$ cat src/rtl/prom_rd_pkg.sv
package prom_rd_pkg;

  typedef enum logic [0:0] {
    ST_IDLE = 1'b0,
    ST_WAIT = 1'b1
  } rd_state_e;

  // Round a time in ns up to whole clock cycles, never less than one.
  function automatic int unsigned ns_to_cyc(input int unsigned t_ns,
                                            input int unsigned period_ns);
    int unsigned c;
    c = (t_ns + period_ns - 1) / period_ns;
    if (c == 0) c = 1;
    return c;
  endfunction

  function automatic int unsigned max_u(input int unsigned a, input int unsigned b);
    return (a > b) ? a : b;
  endfunction

endpackage

$ cat src/rtl/prom_cyc_timer.sv
module prom_cyc_timer #(
  parameter int unsigned CNT_W = 5
) (
  input  logic             clk,
  input  logic             rst_n,
  input  logic             load,
  input  logic [CNT_W-1:0] load_val,
  input  logic             run,
  output logic             expired
);

  logic [CNT_W-1:0] cnt_q, cnt_d;

  always_comb begin
    cnt_d = cnt_q;
    if (load) begin
      cnt_d = load_val;
    end else if (run && (cnt_q != '0)) begin
      cnt_d = cnt_q - 1'b1;
    end
  end

  always_ff @(posedge clk or negedge rst_n) begin
    if (!rst_n) begin
      cnt_q <= '0;
    end else begin
      cnt_q <= cnt_d;
    end
  end

  assign expired = (cnt_q == '0);

endmodule

$ cat src/rtl/prom_page_track.sv
module prom_page_track #(
  parameter int unsigned TAG_W = 18
) (
  input  logic             clk,
  input  logic             rst_n,
  input  logic [TAG_W-1:0] look_tag,
  input  logic             look_byte,
  input  logic             update,
  input  logic             clear,
  output logic             hit
);

  logic             vld_q, vld_d;
  logic [TAG_W-1:0] tag_q, tag_d;
  logic             byte_q, byte_d;

  always_comb begin
    vld_d  = vld_q;
    tag_d  = tag_q;
    byte_d = byte_q;
    if (update) begin
      vld_d  = 1'b1;
      tag_d  = look_tag;
      byte_d = look_byte;
    end else if (clear) begin
      vld_d  = 1'b0;
    end
  end

  always_ff @(posedge clk or negedge rst_n) begin
    if (!rst_n) begin
      vld_q  <= 1'b0;
      tag_q  <= '0;
      byte_q <= 1'b0;
    end else begin
      vld_q  <= vld_d;
      tag_q  <= tag_d;
      byte_q <= byte_d;
    end
  end

  assign hit = vld_q && (tag_q == look_tag) && (byte_q == look_byte);

endmodule

$ cat src/rtl/prom_idle_mon.sv
module prom_idle_mon #(
  parameter int unsigned LIMIT = 16
) (
  input  logic clk,
  input  logic rst_n,
  input  logic arm,
  input  logic restart,
  output logic expire
);

  localparam int unsigned IW = (LIMIT < 2) ? 1 : $clog2(LIMIT + 1);
  localparam logic [IW-1:0] LAST = IW'(LIMIT - 1);

  logic [IW-1:0] cnt_q, cnt_d;

  assign expire = arm && !restart && (cnt_q == LAST);

  always_comb begin
    cnt_d = cnt_q;
    if (restart || !arm || expire) begin
      cnt_d = '0;
    end else begin
      cnt_d = cnt_q + 1'b1;
    end
  end

  always_ff @(posedge clk or negedge rst_n) begin
    if (!rst_n) begin
      cnt_q <= '0;
    end else begin
      cnt_q <= cnt_d;
    end
  end

endmodule

$ cat src/rtl/prom_rd_ctrl.sv
module prom_rd_ctrl
  import prom_rd_pkg::*;
#(
  parameter int unsigned ADDR_W        = 22,
  parameter int unsigned DATA_W        = 16,
  parameter int unsigned PAGE_LSB      = 4,
  parameter int unsigned CLK_PERIOD_NS = 5,
  parameter int unsigned T_RAND_NS     = 100,
  parameter int unsigned T_PAGE_NS     = 30,
  parameter int unsigned T_OE_NS       = 30,
  parameter int unsigned IDLE_CYC      = 16
) (
  input  logic              clk,
  input  logic              rst_n,
  input  logic              req_valid,
  input  logic [ADDR_W-1:0] req_addr,
  input  logic              req_byte,
  output logic              req_ready,
  output logic              rsp_valid,
  output logic [DATA_W-1:0] rsp_data,
  output logic [ADDR_W-2:0] rom_addr,
  output logic              rom_a_m1,
  output logic              rom_ce_n,
  output logic              rom_oe_n,
  output logic              rom_word_mode,
  input  logic [DATA_W-1:0] rom_q
);

  localparam int unsigned RAND_CYC = max_u(ns_to_cyc(T_RAND_NS, CLK_PERIOD_NS),
                                           ns_to_cyc(T_OE_NS, CLK_PERIOD_NS));
  localparam int unsigned PAGE_CYC = ns_to_cyc(T_PAGE_NS, CLK_PERIOD_NS);
  localparam int unsigned CNT_W    = $clog2(RAND_CYC + 1);
  localparam int unsigned TAG_W    = ADDR_W - PAGE_LSB;
  localparam int unsigned BYTE_W   = DATA_W / 2;
  localparam logic [CNT_W-1:0] RAND_LD = CNT_W'(RAND_CYC - 1);
  localparam logic [CNT_W-1:0] PAGE_LD = CNT_W'(PAGE_CYC - 1);

  rd_state_e         state_q, state_d;
  logic [ADDR_W-1:0] addr_q, addr_d;
  logic              byte_q, byte_d;
  logic              ce_n_q, ce_n_d;
  logic              oe_n_q, oe_n_d;
  logic              rsp_v_q, rsp_v_d;
  logic [DATA_W-1:0] rsp_q, rsp_d;

  logic              accept;
  logic              tag_hit;
  logic              page_hit;
  logic              wait_done;
  logic              idle_expire;
  logic              finish;
  logic [DATA_W-1:0] cap_data;

  assign accept   = req_valid && (state_q == ST_IDLE);
  assign page_hit = tag_hit && !ce_n_q;
  assign finish   = (state_q == ST_WAIT) && wait_done;

  prom_page_track #(
    .TAG_W (TAG_W)
  ) u_page (
    .clk       (clk),
    .rst_n     (rst_n),
    .look_tag  (req_addr[ADDR_W-1:PAGE_LSB]),
    .look_byte (req_byte),
    .update    (accept && !page_hit),
    .clear     (idle_expire),
    .hit       (tag_hit)
  );

  prom_cyc_timer #(
    .CNT_W (CNT_W)
  ) u_timer (
    .clk      (clk),
    .rst_n    (rst_n),
    .load     (accept),
    .load_val (page_hit ? PAGE_LD : RAND_LD),
    .run      (state_q == ST_WAIT),
    .expired  (wait_done)
  );

  prom_idle_mon #(
    .LIMIT (IDLE_CYC)
  ) u_idle (
    .clk     (clk),
    .rst_n   (rst_n),
    .arm     ((state_q == ST_IDLE) && !ce_n_q),
    .restart (accept),
    .expire  (idle_expire)
  );

  // Byte mode keeps only the low data lane; the upper lane is zero-filled.
  generate
    if (DATA_W > BYTE_W) begin : g_lane
      assign cap_data = byte_q ? {{(DATA_W-BYTE_W){1'b0}}, rom_q[BYTE_W-1:0]} : rom_q;
    end else begin : g_flat
      assign cap_data = rom_q;
    end
  endgenerate

  always_comb begin
    state_d = state_q;
    addr_d  = addr_q;
    byte_d  = byte_q;
    ce_n_d  = ce_n_q;
    oe_n_d  = oe_n_q;
    rsp_v_d = 1'b0;
    rsp_d   = rsp_q;
    unique case (state_q)
      ST_IDLE: begin
        if (accept) begin
          state_d = ST_WAIT;
          addr_d  = req_addr;
          byte_d  = req_byte;
          ce_n_d  = 1'b0;
          oe_n_d  = 1'b0;
        end else if (idle_expire) begin
          ce_n_d  = 1'b1;
          oe_n_d  = 1'b1;
        end
      end
      ST_WAIT: begin
        if (finish) begin
          state_d = ST_IDLE;
          rsp_v_d = 1'b1;
          rsp_d   = cap_data;
        end
      end
      default: state_d = ST_IDLE;
    endcase
  end

  always_ff @(posedge clk or negedge rst_n) begin
    if (!rst_n) begin
      state_q <= ST_IDLE;
      addr_q  <= '0;
      byte_q  <= 1'b0;
      ce_n_q  <= 1'b1;
      oe_n_q  <= 1'b1;
      rsp_v_q <= 1'b0;
      rsp_q   <= '0;
    end else begin
      state_q <= state_d;
      addr_q  <= addr_d;
      byte_q  <= byte_d;
      ce_n_q  <= ce_n_d;
      oe_n_q  <= oe_n_d;
      rsp_v_q <= rsp_v_d;
      rsp_q   <= rsp_d;
    end
  end

  assign req_ready     = (state_q == ST_IDLE);
  assign rsp_valid     = rsp_v_q;
  assign rsp_data      = rsp_q;
  assign rom_addr      = addr_q[ADDR_W-1:1];
  assign rom_a_m1      = byte_q && addr_q[0];
  assign rom_ce_n      = ce_n_q;
  assign rom_oe_n      = oe_n_q;
  assign rom_word_mode = !byte_q;

endmodule

$ cat config.mk
export PLATFORM = sky130hd
export DESIGN_NAME = prom_rd_ctrl
export DESIGN_NICKNAME = d
export VERILOG_FILES = /design/src/rtl/prom_rd_pkg.sv /design/src/rtl/prom_cyc_timer.sv /design/src/rtl/prom_page_track.sv /design/src/rtl/prom_idle_mon.sv /design/src/rtl/prom_rd_ctrl.sv
export SDC_FILE = /design/constraint.sdc
export NUM_CORES = 1
export LEC_CHECK = 0
export BUFFER_PORTS_ARGS = -buffer_cell sky130_fd_sc_hd__buf_2
export CAP_MARGIN = 25
export CORE_UTILIZATION = 50
export DETAILED_ROUTE_END_ITERATION = 16
export PLACE_DENSITY = 0.8
export SYNTH_ARGS = -nofsm -noshare
export SYNTH_HDL_FRONTEND = slang
export SYNTH_SLANG_ARGS = --single-unit
$ cat constraint.sdc
create_clock -name clk -period 2.69 [get_ports clk]
set_clock_uncertainty 0.2 [all_clocks]
set_input_delay 0.269 -clock clk [delete_from_list [all_inputs] [get_ports clk]]
set_output_delay 0.269 -clock clk [all_outputs]
set_load 0.03 [all_outputs]
======== After elaboration in Yosys (flattened, before gate mapping) ========
Index checks and enable logic that the tools add are counted.
storage, ports and cells
  register bits ........................... 72
  input port bits ......................... 42
  output and inout bits ................... 43
  word-level logic and storage cells ...... 57
cells by class
  add/subtract/negate cells ............... 2
  equal/unequal tests ..................... 3
  muxes and demuxes ....................... 14
  bitwise gates (word level) .............. 1
  reductions and logical operators ........ 26
operator list
  cell                   number
  $mux W5                4
  $eq A18 B18 Y1         1
  $mux W16               1
  $logic_and A1 B1 Y1    11
  $mux W1                8
  $reduce_and A2 Y1      3
  $reduce_bool A2 Y1     3
  $add A5 B1 Y5 const B  1
  $eq A5 B4 Y1 const B   1
  $logic_not A1 Y1       5
  $logic_not A5 Y1       1
  $reduce_bool A5 Y1     1
  $sub A5 B1 Y5 const B  1
  $logic_or A1 B1 Y1     2
  $pmux W1 S2            1
  $eq A1 B1 Y1           1
  $not A1 Y1             1

======== Logic depth before layout (Yosys ltp) ========
Gate-level depths: netlist of run 1.
  depth after elaboration ................. 7
  mapped depth ............................ 7
  gate-level depth less buffers ........... 7

======== Cells and area by module ========
From an unflattened synthesis of run 1, not the netlist that was laid out.
unflattened totals
  cells, all modules ...................... 254
  area total of the unflattened synthesis .. 3408.3 µm²
by module, submodules not included
  module           instances  cells each  area an instance (µm²)  seq. area each (µm²)
  prom_rd_ctrl     1          132         1910.6                  1052.3
  prom_page_track  1          69          948.4                   500.5
  prom_cyc_timer   1          32          304.0                   125.1
  prom_idle_mon    1          21          245.2                   125.1

======== Worst setup path after synthesis of run 1 ========
Ideal clock, no wire load.
  path type ............................... flip-flop to flip-flop
  start point ............................. reg u_page.tag_q[1]
  end point ............................... reg u_page.byte_q
  library setup time ...................... 125 ps
  data arrival time ....................... 1618 ps
  data required time ...................... 2365 ps
  setup slack ............................. 747 ps
  cell stages (with the launch flop) ...... 7
  buffers on the path ..................... 1
  period minus slack after synthesis ...... 1943 ps
  path through ............................ dfrtp_1 > xor2_1 > nor4_1 > nand3_1 > o21ai_4 > buf_6 > mux2_2
on the way
  longest elaborated chain between the ends .. 6
RTL lines
  element                            RTL line               RTL
  from (decl)                        prom_page_track.sv:14  logic [TAG_W-1:0] tag_q, tag_d;
  from (signal assigned)             prom_page_track.sv:37  tag_q <= tag_d;
  $eq A18 B18 Y1                     prom_page_track.sv:42  assign hit = vld_q && (tag_q == look_tag) && (byte_q == look_byte);
  $logic_and A1 B1 Y1 (2 in series)  prom_page_track.sv:42
  $logic_and A1 B1 Y1                prom_rd_ctrl.sv:55     assign page_hit = tag_hit && !ce_n_q;
  $logic_not A1 Y1                   prom_rd_ctrl.sv:65     .update (accept && !page_hit),
  $logic_and A1 B1 Y1                prom_rd_ctrl.sv:65
  to (signal assigned)               prom_page_track.sv:38  byte_q <= byte_d;
  to (decl)                          prom_page_track.sv:15  logic byte_q, byte_d;
Every way passes these cells.
A chain may end at the register's enable or synchronous reset.

======== Final worst setup path of run 1 ========
  start point ............................. in req_addr[5]
  end point ............................... reg u_page.tag_q[15]
on the way
  longest elaborated chain between the ends .. 6
RTL lines
  element                            RTL line               RTL
  from (decl)                        prom_rd_ctrl.sv:16     input logic [ADDR_W-1:0] req_addr,
  $eq A18 B18 Y1                     prom_page_track.sv:42
  $logic_and A1 B1 Y1 (2 in series)  prom_page_track.sv:42
  $logic_and A1 B1 Y1                prom_rd_ctrl.sv:55
  $logic_not A1 Y1                   prom_rd_ctrl.sv:65
  $logic_and A1 B1 Y1                prom_rd_ctrl.sv:65
Every way passes these cells.

==> results of run 1 <==
flip-flops by register name (all words and copies together) (netlist names):
name and count:
rom_oe_n 1, u_page.byte_q 1, rsp_data 16, u_idle.cnt_q 5
u_timer.cnt_q 5, u_page.vld_q 1, rsp_valid 1, state_q 1
addr_q 22, u_page.tag_q 18, byte_q 1
cells in the final DEF, fill, tap and decap left out, types with 3 or more instances in the layout:
| cell | Yosys | final |
|---|---|---|
| xor2_1 | 19 | 19 |
| nand2_1 | 47 | 47 |
| a21oi_1 | 3 | 3 |
| xnor2_1 | 4 | 4 |
| buf_4 | 22 | 7 |
| buf_2 | 2 | 83 |
| nand3_1 | 3 | 3 |
| o21ai_0 | 13 | 13 |
| clkbuf_8 | 0 | 9 |
| nor2_1 | 9 | 9 |
| dfrtp_1 | 71 | 71 |
| dlygate4sd3_1 | 0 | 35 |
| ha_1 | 4 | 4 |
| inv_1 | 6 | 6 |
| mux2_2 | 39 | 39 |
| nor4_1 | 4 | 4 |
cell type report:
cell class                      instances  area, µm²
Sequential cell                        72       1803
Multi-Input combinational cell        160       1140
Timing Repair Buffer                  125      818.3
Clock inverter                          5      81.33
Clock buffer                           11      131.4
Inverter                                8      30.03
Fill cell                             440       1928
Tap cell                               75      93.84
through the flow:
stage / power (mW) / area, µm²
detailed placement: 3.789 / 3535
global route: 5.047 / 4098
global placement: 3.713 / 3535
CTS: 4.759 / 4098
finish: 4.725 / 4098
floorplan: 3.465 / 3179
layer usage:
layer	share of wire [%]	routed length, µm	GRT usage, %	vias to the layer above
met5	0	0	0	-
li1	-	-	-	1081
met2	48	2906	33.64	74
met4	0.75	46	5.789	0
met3	6.3	382	5.667	4
met1	45	2773	24.13	1058
power breakdown:
part           total [mW]  switching [mW]  leakage [nW]  internal (mW)
registers            1.86           0.281         0.859           1.58
logic                1.95            1.19          1.03          0.761
clock network       0.916           0.393         0.104          0.523
final timing paths:
check,start,endpoint,cells past startpoint
setup / recovery,req_addr[5],u_page.tag_q[15]$_DFFE_PN0P_,8
hold / removal,req_addr[21],addr_q[21]$_DFFE_PN0P_,2
setup reg to reg,u_timer.cnt_q[0]$_DFFE_PN0P_,rsp_data[5]$_DFFE_PN0P_,7
hold reg to reg,u_idle.cnt_q[0]$_DFF_PN0_,u_idle.cnt_q[0]$_DFF_PN0_,1
max in group asynchronous,rst_n,addr_q[20]$_DFFE_PN0P_,2
min in group asynchronous,rst_n,rsp_data[12]$_DFFE_PN0P_,2
cells by family after synthesis:
logic type	share of synthesized area, %
and+or+nand+nor	9.879
DFF	56.71
muxes	14.52
buffers and inverters	7.517
xor gates and xnor gates	6.336
AOI/OAI and AO/OA	3.463
adders and majority gates	1.574
repair_timing:
item                                   CTS  global route
endpoints found under the hold margin  115             0
hold buffers                            35             0
buffers inserted                         0             0
==> impl_metrics.csv, run 1 <==
group,metric,value,unit
outcome,status,"complete, no violations",
min_path,hold_class,"in -> reg",
placement,dp_slack,0.5105,ns
floorplanning,io-pin-count,85,
logic_synthesis,synth_top_area_share,55.88,%
worst_setup_path,max_stage_delay,0.53,ns
clock_network,cts_resized,0,
clock_network,cts_max_path_buffers,2,
final_layout,antenna_cells,0,
placement,place_inst,405,
placement,portBuffers,84,
clock_network,cts.sinks,72,
floorplanning,design.die.area,6681,µm²
logic_synthesis,synth_nets,315,
job,maxCapViolCount,0,
timing,setup_viol,0,
logic_synthesis,syn_inst,269,
worst_setup_path,path_cells,"dlygate4sd3_1, buf_2, xor2_1, nor4_1, nand3_1, o21ai_4, buf_4, mux2_2",
clock_network,cts_made_buffers,9,
drt,wl_per_cell,13.40,µm
clock_network,cts_root_buffer,"clkbuf_8",
worst_setup_path,critical_path.top_delay_family,"buffers and inverters",
logic_synthesis,synth_area_per_cell,11.82,µm²
final_layout,drive_above_1_share,38.58,%
final_layout,fin_util,68.00,%
timing,period_share,87.95,%
drt,ant_nets,0,
logic_synthesis,synth_edf_count,0,
timing,finalWorstSetupSlack,0.3242,ns
timing,timing.setup.tns,0,ns
floorplanning,coreArea,6026,µm²
worst_setup_path,critPathCaptureType,"flip-flop",
logic_synthesis,ys_async_sr_fraction,100.0,%
final_layout,nets,422,
timing,whs,0.01247,ns
drt,drt_wl_total,6.110,mm
pwr,peakVddDrop,0.7223,mV
timing,finalHoldViolCount,0,
final_layout,syn2layout_area_growth,28.89,%
drt,via_per_inst,4.862,
global_routing,grt_overflow,0,
timing,slew_violations,0,
clock_network,cts_tree,"built",
worst_setup_path,critPathLaunchType,"primary input",
clock_network,insertion_delay,0.34,ns
clock_network,h-tree-depth,3,
logic_synthesis,ys_ff_latch,72,
floorplanning,rows,28,
floorplanning,start_util,52.76,%
floorplanning,die_h,81.74,µm
logic_synthesis,yosysTopAreaCell,"dfrtp_1",
global_routing,grt_pass1_vias,2144,
placement,dpl.hpwl,3.911,mm
worst_setup_path,path_class,"in -> reg",
worst_setup_path,path_max_fanout,12,
timing,post-route-min-period,2.366,ns
timing,rsz0062_at_grt,"no",
logic_synthesis,synthDistinctLibCells,31,
logic_synthesis,post_synth_main_area_contributors,"dfrtp_1 (56%), mux2_2 (14%), nand2_1 (5.5%), xor2_1 (5.2%), buf_4 (5.2%)",
worst_setup_path,crit_arrival,2.39,ns
worst_setup_path,rrSetupSlack,0.47,ns
drt,vias,2217,
worst_setup_path,worstPathRequired,2.71,ns
timing,max_slew_margin,40.60,%
timing,max_freq,422.7,MHz
drt,dr.pass1.iters,4,
worst_setup_path,path_buf_inv,3,
placement,gp_congestion,0.7735,
global_routing,grt_start_max_net_pins,73,
logic_synthesis,ys_warn_count,0,
timing,worst_pin_slew,0.8911,ns
final_layout,fin_cells,456,
logic_synthesis,yosysSeqAreaShare,56.71,%
floorplanning,die_w,81.74,µm
logic_synthesis,syn_area,3179,µm²
logic_synthesis,synth_common_cells,"dfrtp_1 (71), nand2_1 (47), mux2_2 (39)",
logic_synthesis,yosysMostFrequentCell,"dfrtp_1",
pwr,power_density,1153,nW/µm²
global_routing,grt_pass1_wl,9.742,mm
drt,drt_iter0_drc,49,
clock_network,clkTransAtPathRegs,0.08,ns
worst_setup_path,slowest_stage,"dlygate4sd3_1",
pwr,p_leak,1.991,nW
global_routing,globalRouteTotalUtil,19.72,%
global_routing,antenna_found_initial,0,
drt,drc_errors,0,
logic_synthesis,yosys_most_used_dff,"dfrtp_1",
No activity file was read; power rests on OpenSTA's default activity.
==> run 2, diff against run 1 <==
--- a/config.mk
+++ b/config.mk
@@ -5,6 +5,7 @@
 export SDC_FILE = /design/constraint.sdc
 export NUM_CORES = 1
 export LEC_CHECK = 0
+export ABC_AREA = 1
 export BUFFER_PORTS_ARGS = -buffer_cell sky130_fd_sc_hd__buf_2
 export CAP_MARGIN = 25
 export CORE_UTILIZATION = 50
==> constraint.sdc (replaced) <==
create_clock -name clk -period 2.2 [get_ports clk]
set_clock_uncertainty 0.2 [all_clocks]
set_input_delay 0.22 -clock clk [delete_from_list [all_inputs] [get_ports clk]]
set_output_delay 0.22 -clock clk [all_outputs]
set_load 0.03 [all_outputs]
==> run 2 against run 1 <==
The run now ends with design-rule violations left; cell count increased by 31%; combinational power increased by 27%; sequential share of layout area decreased by 1.9 points; register-to-register slack got worse by 0.10 ns; power increased by 22%; sequential cell count unchanged; via count increased by 31%; global-route usage increased by 4.1 points; critical endpoint is now u_timer.cnt_q[3]$_DFFE_PN0P_.
==> impl_metrics.csv, run 2 <==
group,metric,value,unit
final_layout,fin_util,66.67,%
timing,max_freq,503.0,MHz
clock_network,h-tree-depth,3,
logic_synthesis,yosys_most_used_dff,"dfrtp_1",
final_layout,layout_common_cells,"nand2_1 (150), buf_2 (84), dfrtp_1 (71), inv_1 (48), dlygate4sd3_1 (41)",
global_routing,grt_overflow,0,
min_path,hold_class,"reg -> reg",
floorplanning,design.die.area,7046,µm²
drt,drt_wl_total,7.716,mm
drt,drt_iter0_drc,190,
global_routing,antenna_found_initial,1,
clock_network,cts.sinks,72,
floorplanning,start_util,52.27,%
placement,gp_congestion,0.8124,
logic_synthesis,synth_edf_count,0,
logic_synthesis,synth_common_cells,"nand2_1 (150), dfrtp_1 (71), inv_1 (48)",
timing,worst_pin_slew,0.5877,ns
timing,timing.setup.tns,0,ns
worst_setup_path,critPathLaunchType,"primary input",
global_routing,grt_pass1_vias,3021,
clock_network,cts_made_buffers,9,
drt,dr.pass1.iters,10,
pwr,power_density,1346,nW/µm²
drt,via_per_inst,4.883,
logic_synthesis,ys_async_sr_fraction,100.0,%
timing,post-route-min-period,1.988,ns
final_layout,fillerInstances,506,
final_layout,drive_above_1_share,22.16,%
logic_synthesis,syn_area,3357,µm²
worst_setup_path,critPathCaptureType,"flip-flop",
placement,dpl.hpwl,4.940,mm
clock_network,clkTransAtPathRegs,0.07,ns
logic_synthesis,synth_top_area_share,52.93,%
logic_synthesis,synth_area_per_cell,8.268,µm²
outcome,violations,"design-rule violations",
final_layout,fin_area,4282,µm²
placement,dpl-instance-area,3672,µm²
clock_network,cts_resized,0,
final_layout,regMostFlops,"addr_q",
timing,period_share,90.37,%
clock_network,cts_root_buffer,"clkbuf_8",
worst_setup_path,worstPathRequired,2.26,ns
logic_synthesis,ys_warn_count,0,
drt,vias,2915,
pwr,p_leak,2.353,nW
drt,ant_nets,0,
worst_setup_path,path_class,"in -> reg",
clock_network,cts_tree,"built",
final_layout,largest_reg_flops,22,
pwr,peakVddDrop,0.6164,mV
logic_synthesis,post_synth_main_area_contributors,"dfrtp_1 (53%), nand2_1 (17%), o21ai_0 (5.7%), buf_4 (5.4%), inv_1 (5.4%)",
global_routing,grt_pass1_wl,13.20,mm
timing,slew_violations,0,
placement,place_inst,539,
logic_synthesis,yosysMostFrequentCell,"nand2_1",
drt,wl_per_cell,12.92,µm
floorplanning,die_h,83.94,µm
logic_synthesis,yosysSeqAreaShare,53.71,%
timing,max_slew_margin,60.78,%
logic_synthesis,synth_nets,452,
job,maxCapViolCount,0,
pwr,power.total,5.763,mW
worst_setup_path,crit_start,"req_valid",
final_layout,nets,560,
final_layout,final_common_cell,"nand2_1",
logic_synthesis,synthDistinctLibCells,28,
floorplanning,io-pin-count,85,
worst_setup_path,rrSetupSlack,0.37,ns
worst_setup_path,crit_arrival,2.05,ns
global_routing,globalRouteTotalUtil,23.77,%
global_routing,grt_start_max_net_pins,42,
floorplanning,coreArea,6422,µm²
clock_network,cts_max_path_buffers,2,
worst_setup_path,path_max_fanout,21,
timing,setup_viol,0,
logic_synthesis,ys_ff_latch,72,
worst_setup_path,r2r-start,"u_page.tag_q[6]$_DFFE_PN0P_",
logic_synthesis,yosysTopAreaCell,"dfrtp_1",
drt,drc_errors,12,
placement,portBuffers,84,
floorplanning,die_w,83.94,µm
outcome,status,"finished, violations left",
floorplanning,rows,29,
timing,finalHoldViolCount,0,
clock_network,insertion_delay,0.35,ns
timing,rsz0062_at_grt,"no",
final_layout,fin_cells,597,
logic_synthesis,syn_inst,406,
min_path,min_from,"u_idle.cnt_q[0]$_DFF_PN0_",
final_layout,syn2layout_area_growth,27.54,%
run 2: cell types whose count changed after synthesis, sizes merged, moves of 13 or more:
cell | previous run | this run
inv | 6 | 49
mux2 | 41 | 0
nand2 | 47 | 151
nand3 | 3 | 16
nor2 | 9 | 23
o21ai | 14 | 43
xor2 | 19 | 2
run 2: layout make-up:
type | count | area [µm²] | share of cell area (%)
tap | 77 | 96.34 | 2.250
clock buffer | 9 | 123.9 | 2.893
clock inverter | 7 | 72.57 | 1.695
inverter | 50 | 187.7 | 4.383
antenna | 1 | 2.502 | 0.05845
multi-input combinational | 251 | 1127 | 26.33
sequential | 72 | 1803 | 42.11
timing repair buffer | 130 | 868.3 | 20.28
run 2: metrics by stage:
stage               hold WS [ns]  setup slack, ns
finish                    0.2635           0.2118
global route              0.2942          0.05891
CTS                       0.2496           0.2152
detailed placement       0.09150           0.4038
global placement         0.07541           0.4797
floorplan                -0.2756           0.5916
run 2: metal layers:
| layer | GRT usage, % | wire length [µm] |
|---|---|---|
| met2 | 39.49 | 3815 |
| met1 | 28.18 | 3275 |
| met5 | 0 | 0 |
| met4 | 15.67 | 314 |
| met3 | 4.451 | 311 |
run 2: power by group:
part	internal, mW	total [mW]	leakage (nW)	switching (mW)
clock	0.523	1.05	0.0952	0.528
combinational	0.787	2.47	1.37	1.68
sequential	1.90	2.24	0.891	0.347
total	3.21	5.76	2.35	2.56
run 2: final timing paths:
kind                       depth (start not counted)                            to
max                                                9  u_timer.cnt_q[3]$_DFFE_PN0P_
min                                                1     u_idle.cnt_q[0]$_DFF_PN0_
max reg2reg                                       10  u_timer.cnt_q[1]$_DFFE_PN0P_
min reg2reg                                        1     u_idle.cnt_q[0]$_DFF_PN0_
max in group asynchronous                          3          rom_oe_n$_DFFE_PN1P_
min in group asynchronous                          3       rsp_data[3]$_DFFE_PN0P_
run 2: kinds of logic (layout without fill, tap and decap cells):
group,after synthesis,count (layout),share of synthesized area (%)
AND/OR/NAND/NOR,195,195,23.33
flip-flops,72,72,53.71
adder cells (fa/ha/maj),4,4,1.491
buffers and inverters,83,196,12.71
other,0,1,0
XOR/XNOR,6,6,1.565
AO/OA/AOI/OAI,46,46,7.193
run 2: timing repair:
action	in CTS	in global routing
buffers inserted	0	0
endpoints found under the hold margin	124	0
hold buffers	41	0
run 2: critical path: stages:
cell	delay, ns
dlygate4sd3_1	0.54
buf_2	0.13
inv_1	0.07
nor2_1	0.05
inv_1	0.44
nand2_1	0.28
inv_1	0.18
nand2_1	0.07
o21ai_0	0.07
